### config.mk
export PLATFORM = sky130hd
export DESIGN_NAME = vec_elem_packer
export DESIGN_NICKNAME = d
export VERILOG_FILES = /design/src/rtl/vpk_pkg.sv /design/src/rtl/vpk_lane_map.sv /design/src/rtl/vpk_elem_swap.sv /design/src/rtl/vec_elem_packer.sv
export SDC_FILE = /design/constraint.sdc
export NUM_CORES = 1
export LEC_CHECK = 0
export CAP_MARGIN = 20
export CORE_MARGIN = 4
export CORE_UTILIZATION = 56
export CTS_CLUSTER_DIAMETER = 120
export DETAILED_ROUTE_END_ITERATION = 6
export PLACE_DENSITY = 0.83
export SYNTH_ARGS = -nofsm -noshare
export SYNTH_HDL_FRONTEND = slang
export SYNTH_SLANG_ARGS = --single-unit
### constraint.sdc
create_clock -name clk -period 5.4 [get_ports clk]
set_input_delay 1.08 -clock clk [delete_from_list [all_inputs] [get_ports clk]]
set_output_delay 1.08 -clock clk [all_outputs]
set_load 0.1 [all_outputs]
### src/rtl/vpk_pkg.sv
package vpk_pkg;

    typedef enum logic [1:0] {
        EW64 = 2'd0,
        EW32 = 2'd1,
        EW16 = 2'd2,
        EW8  = 2'd3
    } ew_e;

    typedef enum logic [1:0] {
        ST_IDLE = 2'd0,
        ST_RUN  = 2'd1,
        ST_TAIL = 2'd2
    } st_e;

endpackage

### src/rtl/vpk_lane_map.sv
// Maps an element index and width onto a register number and byte lanes.
module vpk_lane_map #(
    parameter int REG_W = 64,
    parameter int AW    = 7,
    parameter int IW    = 6
) (
    input  logic [IW-1:0]                idx,
    input  vpk_pkg::ew_e                 ew,
    input  logic [AW-1:0]                base,
    output logic [AW-1:0]                addr,
    output logic [$clog2(REG_W/8)-1:0]   byte_off,
    output logic [REG_W/8-1:0]           be
);
    localparam int NB   = REG_W / 8;
    localparam int LOGW = $clog2(REG_W);
    localparam int PW   = IW + LOGW;

    logic [PW-1:0] bit_pos;
    logic [IW-1:0] reg_off;
    logic [NB-1:0] width_mask;

    always_comb begin
        bit_pos    = PW'(idx) << (LOGW - int'(ew));
        reg_off    = bit_pos[PW-1:LOGW];
        addr       = base + AW'(reg_off);
        byte_off   = bit_pos[LOGW-1:3];
        width_mask = {NB{1'b1}} >> (NB - (NB >> int'(ew)));
        be         = width_mask << byte_off;
    end

endmodule

### src/rtl/vpk_elem_swap.sv
// Optional byte swap at element width, then placement into the element's lanes.
module vpk_elem_swap #(
    parameter int REG_W = 64
) (
    input  logic [REG_W-1:0]             din,
    input  vpk_pkg::ew_e                 ew,
    input  logic                         swap,
    input  logic [$clog2(REG_W/8)-1:0]   byte_off,
    output logic [REG_W-1:0]             lanes
);
    localparam int NB = REG_W / 8;

    logic [REG_W-1:0] elem;

    always_comb begin
        elem = '0;
        for (int b = 0; b < NB; b++) begin
            int nb;
            int src;
            nb  = NB >> int'(ew);
            src = swap ? (nb - 1 - b) : b;
            if (b < nb && src >= 0) begin
                elem[b*8 +: 8] = din[src*8 +: 8];
            end
        end
        lanes = elem << {byte_off, 3'b000};
    end

endmodule

### src/rtl/vec_elem_packer.sv
module vec_elem_packer #(
    parameter  int REG_W  = 64,
    parameter  int REGS   = 128,
    parameter  int MAX_VL = 64,
    localparam int AW     = $clog2(REGS),
    localparam int VLW    = $clog2(MAX_VL + 1),
    localparam int NB     = REG_W / 8
) (
    input  logic             clk,
    input  logic             rst_n,
    input  logic             start,
    input  logic [AW-1:0]    base_reg,
    input  logic [VLW-1:0]   vec_len,
    input  logic [1:0]       elem_width,
    input  logic             big_endian,
    input  logic             byte_rev_ld,
    input  logic             rev_order,
    input  logic             elem_valid,
    input  logic [REG_W-1:0] elem_data,
    output logic             elem_ready,
    output logic             wr_en,
    output logic [AW-1:0]    wr_addr,
    output logic [REG_W-1:0] wr_data,
    output logic [NB-1:0]    wr_be,
    output logic             done
);
    import vpk_pkg::*;

    localparam int IW  = $clog2(MAX_VL);
    localparam int BOW = $clog2(NB);

    typedef struct packed {
        st_e              st;
        logic [AW-1:0]    base;
        logic [VLW-1:0]   vl;
        ew_e              ew;
        logic             swap;
        logic             rev;
        logic [VLW-1:0]   cnt;
        logic             wr_en;
        logic [AW-1:0]    wr_addr;
        logic [REG_W-1:0] wr_data;
        logic [NB-1:0]    wr_be;
        logic             done;
    } ctl_t;

    ctl_t r_d, r_q;

    logic [IW-1:0]    cur_idx;
    logic [AW-1:0]    map_addr;
    logic [BOW-1:0]   map_boff;
    logic [NB-1:0]    map_be;
    logic [REG_W-1:0] map_lanes;

    assign cur_idx = r_q.rev ? IW'(r_q.vl - VLW'(1) - r_q.cnt) : IW'(r_q.cnt);

    vpk_lane_map #(.REG_W(REG_W), .AW(AW), .IW(IW)) u_map (
        .idx      (cur_idx),
        .ew       (r_q.ew),
        .base     (r_q.base),
        .addr     (map_addr),
        .byte_off (map_boff),
        .be       (map_be)
    );

    vpk_elem_swap #(.REG_W(REG_W)) u_swap (
        .din      (elem_data),
        .ew       (r_q.ew),
        .swap     (r_q.swap),
        .byte_off (map_boff),
        .lanes    (map_lanes)
    );

    always_comb begin
        r_d       = r_q;
        r_d.wr_en = 1'b0;
        r_d.done  = 1'b0;
        unique case (r_q.st)
            ST_IDLE: begin
                if (start) begin
                    r_d.base = base_reg;
                    r_d.vl   = vec_len;
                    r_d.ew   = ew_e'(elem_width);
                    r_d.swap = big_endian ^ byte_rev_ld;
                    r_d.rev  = rev_order;
                    r_d.cnt  = '0;
                    if (vec_len == '0) begin
                        r_d.done = 1'b1;
                    end else begin
                        r_d.st = ST_RUN;
                    end
                end
            end
            ST_RUN: begin
                if (elem_valid) begin
                    r_d.wr_en   = 1'b1;
                    r_d.wr_addr = map_addr;
                    r_d.wr_data = map_lanes;
                    r_d.wr_be   = map_be;
                    r_d.cnt     = r_q.cnt + VLW'(1);
                    if (r_q.cnt + VLW'(1) == r_q.vl) begin
                        r_d.st = ST_TAIL;
                    end
                end
            end
            ST_TAIL: begin
                r_d.done = 1'b1;
                r_d.st   = ST_IDLE;
            end
            default: r_d.st = ST_IDLE;
        endcase
    end

    always_ff @(posedge clk) begin
        if (!rst_n) begin
            r_q    <= '0;
            r_q.st <= ST_IDLE;
        end else begin
            r_q <= r_d;
        end
    end

    assign elem_ready = (r_q.st == ST_RUN);
    assign wr_en      = r_q.wr_en;
    assign wr_addr    = r_q.wr_addr;
    assign wr_data    = r_q.wr_data;
    assign wr_be      = r_q.wr_be;
    assign done       = r_q.done;

    // Input contract: vector length within range when an operation starts.
    a_r9_vl_in_range: assert property (@(posedge clk) disable iff (!rst_n)
        (start && r_q.st == ST_IDLE) |-> (vec_len <= VLW'(MAX_VL)));

    a_r4_be_matches_width: assert property (@(posedge clk) disable iff (!rst_n)
        wr_en |-> ($countones(wr_be) == (NB >> int'(r_q.ew))));

    a_r8_write_needs_handshake: assert property (@(posedge clk) disable iff (!rst_n)
        wr_en |-> $past(elem_valid && elem_ready));

    a_r9_done_single_cycle: assert property (@(posedge clk) disable iff (!rst_n)
        done |=> !done);

    a_r9_done_not_with_write: assert property (@(posedge clk) disable iff (!rst_n)
        done |-> (!wr_en && !elem_ready));

    a_r10_cfg_held_while_busy: assert property (@(posedge clk) disable iff (!rst_n)
        (elem_ready && $past(elem_ready)) |-> ($stable(r_q.base) && $stable(r_q.vl)));

endmodule

; Word-level counts from Yosys, hierarchy flattened
; Index checks and enable logic that the tools add are counted.
[op_classes]
addsub = 14
multipliers = 0
n_div = 0
magnitude_cmp = 16
eq_ne = 7
shift = 13
muxes = 27
bitwise = 1
reduce_logical = 16
[ops]
columns = op, count
row1 = indexed part select 64 x 32 -> 8 bit, 8
row2 = greater-or-equal comparator 32 x 1 -> 1 bit (second input constant), 8
row3 = 2-to-1 mux 32 bit, 8
row4 = less-than comparator 4 x 32 -> 1 bit (first input constant), 4
row5 = subtractor 32 x 4 -> 32 bit (second input constant), 4
row6 = 2-to-1 mux 87 bit, 1
row7 = less-than comparator 3 x 32 -> 1 bit (first input constant), 2
row8 = 2-to-1 mux 8 bit, 8
row9 = << shifter 64 x 6 -> 64 bit, 1
row10 = subtractor 32 x 2 -> 32 bit (second input constant), 2
row11 = subtractor 32 x 3 -> 32 bit (second input constant), 2
row12 = less-than comparator 1 x 32 -> 1 bit (first input constant), 1
row13 = less-than comparator 2 x 32 -> 1 bit (first input constant), 1
row14 = << shifter 6 x 32 -> 12 bit, 1
row15 = >> shifter 4 x 2 -> 32 bit (first input constant), 1
row16 = >> shifter 8 x 32 -> 8 bit (first input constant), 1
row17 = subtractor 5 x 32 -> 32 bit (first input constant), 1
row18 = 2-to-1 mux 27 bit, 1
row19 = case mux 7 bit (2 select lines), 1
row20 = logical AND 1 bit, 8
row21 = << shifter 8 x 3 -> 8 bit, 1
row22 = adder 7 x 1 -> 7 bit (second input constant), 1
row23 = adder 7 x 6 -> 7 bit, 1
row24 = equality test 7 bit, 1
row25 = other kinds (19), 26
[word_totals]
reg_bits = 108
latchBits = 0
ramBits = 0
rom_bits = 0
input_bits = 87
out_inout_bits = 82
wordCells = 106
mem_count = 0

; Depth between registers and ports, before layout
[depth]
ltp_word = 10
ltp_mapped = 20
depth_no_buf = 20

; Cells and area by module
; Synthesis repeated with hierarchy kept, for this count alone.
[hier_totals]
hier_cells = 1544
area_unflattened_um2 = 11723.7
[modules_own_cells]
columns = module, n_inst, cells_each, area_each_um2, seq_area_each_um2
row1 = vpk_elem_swap, 1, 835, 5823.1, 0.0
row2 = vec_elem_packer, 1, 619, 5192.5, 2162.1
row3 = vpk_lane_map, 1, 90, 708.2, 0.0

; Least setup slack after synthesis
; Ideal clock, no wire load.
[synth_path]
kind = register to register
start = reg r_q[82] (netlist name)
end = reg r_q (netlist bit wr_addr[6])
setup_ps = 115
t_arrival_ps = 3751
slack_ps = 1534
path_stages_with_launch = 19
n_path_buf = 0
period_less_slack_ps = 3866
path_cell_list = dfxtp_1 inv_1 ha_1 a211oi_2 nor4_1 a2111oi_2 and3_1 nand2_1 a32oi_1 a21oi_1 ha_1 fa_1 a21o_1 a21o_1 a21o_1 a21oi_1 xor2_1 o21ai_0 and2_1
[synth_via]
elab_chain_cells = 4
[synth_lines]
columns = element, line_no
row1 = start: declaration, vec_elem_packer.sv:47  ; ctl_t r_d, r_q;
row2 = start signal: assignment, vec_elem_packer.sv:119  ; r_q <= r_d;
row3 = subtractor 6 bit, vec_elem_packer.sv:55  ; assign cur_idx = r_q.rev ? IW'(r_q.vl - VLW'(1) - r_q.cnt) : IW'(r_q.cnt);
row4 = 2-to-1 mux 6 bit (*), vec_elem_packer.sv:55
row5 = << shifter 6 x 32 -> 12 bit (*), vpk_lane_map.sv:23  ; bit_pos = PW'(idx) << (LOGW - int'(ew));
row6 = adder 7 x 6 -> 7 bit (*), vpk_lane_map.sv:25  ; addr = base + AW'(reg_off);
; Mark *: on every way between the ends. The rest lies on a longest branch, timed or not.
; A chain may end at the register's enable or synchronous reset.

; Worst setup path in the final report
; Same ends and word-level chain as after synthesis.

==> flow_summary.ini <==
[sta]
hold_slack_ns = 0.4452
worstMarginPinSlew_ns = 1.092
slew_viol_final = 0
max-slew-margin-rel = 0.2722
setup_viol = 0
period_minus_slack_ns = 4.379
fin_skew_ns = 0.006664
finalHoldViolations = 0
fin_tns_setup_ns = 0
period_share = 0.8109
fmax_mhz = 228.4
rsz0062_at_grt = false

[yosys]
avgSynthCellArea_um2 = 8.228
synth_top_family_by_area = compound AO/OA/AOI/OAI gates
ys_warn_count = 0
syn_area_um2 = 10470
synth_async_sr_flop_share = 0
synth.area.mux_share = 0.2211
synth_cell_type_count = 81
yosys_register_bits = 108
syn_nets = 1384
synth_compound_area_frac = 0.2426
synthFlopType = dfxtp_1
synthAdderAreaFrac = 0.03010
synthSimpleGateAreaFrac = 0.1774
seq_area_frac_synth = 0.2064
netlist_instances = 1273
synth-xor-area-share = 0.01254
synth-edff-count = 0

[pwr]
p_int_mw = 1.650
vdd_drop_max_uv = 171.8
finalPower_mw = 2.968
comb_power_share = 0.481
p_seq_frac = 0.299
switchingPower_mw = 1.318
netSwitchingFraction = 0.4441
power_density_nw_per_um2 = 249.6
leakagePower_nw = 4.545
clkPwrFrac = 0.220

[global_routing]
grt_pass1_wl_um = 55760
grt_usage = 0.3410
grt_overflow = 0
grt_pass1_vias = 9588
antenna_found_initial = 0
grt_start_max_net_pins = 69

[clocking]
clock_path_buffers = 2
cts.clk_slew.worst_paths_ns = 0.08
cts_tree = done
postCtsSetupRepairBufs = 0
htreeDepth = 3
clock_latency_ns = 0.37
numClockSinks = 108
ctsHoldBuffers = 0
cts_buffers = 9
cts_resized = 0
cts-root-buf = clkbuf_16

[die]
dieArea_um2 = 20960
die_h_um = 144.8
die_x_um = 144.8
initial_core_util = 0.5752
core_um2 = 18210
rows = 49
num_io_pins = 169

[finish]
nets = 1401
area_delta_synth_final_pct = 13.53
antenna_cells = 0
drive_gt1_frac = 0.1042
fill_cells = 1529
utilization = 0.6531

[setup_path]
cp-start-kind = flip-flop
reg2reg_slack_ns = 1.02
timing.rr.end = wr_addr[6]
worstPathRequired_ns = 5.67
r2r_cells = 18
reg2reg_from = r_q[82]
end_kind = flip-flop
critPathKind = reg2reg
critPathMaxFanout = 8
crit_arrival_ns = 4.64

[drt]
wl_per_cell_um = 23.79
firstDrtPassIters = 6
vias_per_cell = 6.917
vias = 10540
wl_um = 36250
drt_iter0_markers = 1529
drc_errors = 0
ant_nets = 0

[placed_design]
dp_hpwl_um = 26560
place_congestion = 1.081
port_buffers = 168

[hold_path]
hold_path_class = reg2reg
whs_endpoint = done
min_from = r_q[106]
min_path_cells = 1

[flow_run]
maxCapViolCount = 0

[status]
status = finished, final reports clean
[layout by cell type (no fill, tap or decap), types with 10 or more instances in the layout]
| cell type | synthesis | final |
|---|---|---|
| a21boi_0 | 23 | 23 |
| a21boi_1 | 15 | 15 |
| a21oi_1 | 35 | 35 |
| a22oi_1 | 38 | 38 |
| a31oi_1 | 19 | 19 |
| a32o_1 | 13 | 13 |
| a32oi_1 | 20 | 20 |
| and2_1 | 19 | 19 |
| buf_4 | 87 | 27 |
| clkdlybuf4s50_1 | 0 | 167 |
| dfxtp_1 | 108 | 108 |
| ha_1 | 22 | 22 |
| inv_1 | 16 | 16 |
| mux2_2 | 20 | 20 |
| mux2i_1 | 102 | 102 |
| mux4_2 | 47 | 47 |
| nand2_1 | 177 | 175 |
| nand2b_1 | 12 | 10 |
| nand3_1 | 40 | 40 |
| nor2_1 | 63 | 63 |
| nor2b_1 | 21 | 19 |
| nor3_1 | 16 | 16 |
| o2111ai_1 | 16 | 16 |
| o211ai_1 | 24 | 24 |
| o21ai_0 | 64 | 64 |
[area by class of cell]
| class | instances | area [um2] | area share |
|---|---|---|---|
| Timing Repair Buffer | 196 | 1899 | 0.1597 |
| Tap cell | 229 | 286.5 | 0.02410 |
| Inverter | 18 | 67.56 | 0.005682 |
| Multi-Input combinational cell | 957 | 7199 | 0.6054 |
| Clock buffer | 9 | 225.2 | 0.01894 |
| Sequential cell | 108 | 2162 | 0.1818 |
| Clock inverter | 7 | 51.30 | 0.004314 |
[worst max path at each step]
stage	startpoint	end	slack, ns	cells after the start
final	r_q[82]	wr_addr[6]	1.02	18
after global routing	r_q[90]	wr_data[58]	0.71	13
after CTS	r_q[82]	wr_addr[6]	1.05	18
after detailed placement	r_q[82]	wr_addr[6]	1.05	18
after global placement	r_q[82]	wr_addr[6]	1.19	18
after floorplan	r_q[82]	wr_addr[6]	1.53	18
[flip-flops by register name (all words and copies together) (netlist names)]
register  cells
wr_be         8
wr_addr       7
wr_data      64
wr_en         1
r_q          27
done          1
[kinds of logic after synthesis]
logic type / count (synthesis)
AO/OA/AOI/OAI: 351
XOR/XNOR: 15
adder cells (fa/ha/maj): 24
buffers and inverters: 208
flip-flops: 108
multiplexers: 170
AND/OR/NAND/NOR: 397
[power by group through the flow]
| stage | Combinational, mW | Sequential (mW) | Clock, mW |
|---|---|---|---|
| after floorplan | 1.04 | 0.885 | 0 |
| after global placement | 1.37 | 0.904 | 0 |
| after detailed placement | 1.38 | 0.904 | 0 |
| after CTS | 1.39 | 0.886 | 0.653 |
| after global routing | 1.50 | 0.892 | 0.679 |
| final | 1.43 | 0.887 | 0.652 |
[synthesized netlist by cell type, drive strengths merged, types with 7 or more instances]
library cell  instances  share of area
a32oi                20          0.017
nor2b                21          0.013
nand3                40          0.019
nand2               177          0.063
a32o                 13          0.012
and2                 19          0.011
ha                   22          0.026
inv                  18         0.0065
nand2b               12         0.0072
mux2                 21          0.023
mux4                 47           0.10
nor3                 18          0.010
a22oi                38          0.027
xnor2                 9         0.0075
nor2                 64          0.023
o211ai               24          0.017
a21boi               38          0.027
nand4                 7         0.0042
and3                  8         0.0048
o2111ai              16          0.013
a21o                  8         0.0057
a211oi                7         0.0060
o21ai                69          0.033
or3                   8         0.0048
dfxtp               108           0.21
clkbuf               56          0.020
a31oi                20          0.013
a21oi                35          0.017
buf                 134          0.083
mux2i               102          0.097
o31ai                 9         0.0065
[critical path: stages (launching register included)]
cell and delay [ns]:
dfxtp_1 0.51, inv_1 0.10, ha_1 0.31, a211oi_2 0.30
nor4_1 0.12, a2111oi_2 0.40, and3_1 0.27, nand2_1 0.07
a32oi_1 0.26, a21oi_1 0.14, ha_1 0.28, fa_1 0.40
a21o_1 0.18, a21o_1 0.19, a21o_1 0.17, a21oi_1 0.16
xor2_1 0.15, o21ai_0 0.08, and2_1 0.18
[per-layer routing]
| metal | vias to the layer above | share of wire | track usage | wire, um |
|---|---|---|---|---|
| met5 | - | 0 | 0 | 0 |
| met4 | 0 | 0.040 | 0.1335 | 1467 |
| met3 | 101 | 0.13 | 0.09399 | 4816 |
| met2 | 791 | 0.42 | 0.4900 | 15380 |
| met1 | 4926 | 0.40 | 0.4856 | 14590 |
| li1 | 4724 | - | - | - |
[metrics by stage]
step | worst slack, ns | cell area (um2) | cells
2_1_floorplan | 1.534 | 10470 | 1273
3_3_place_gp | 1.192 | 11610 | 1508
3_5_place_dp | 1.047 | 11610 | 1508
4_1_cts | 1.047 | 11890 | 1524
5_1_grt | 0.7118 | 11890 | 1524
6_report | 1.021 | 11890 | 1524
(Power assumes the default switching activity.)
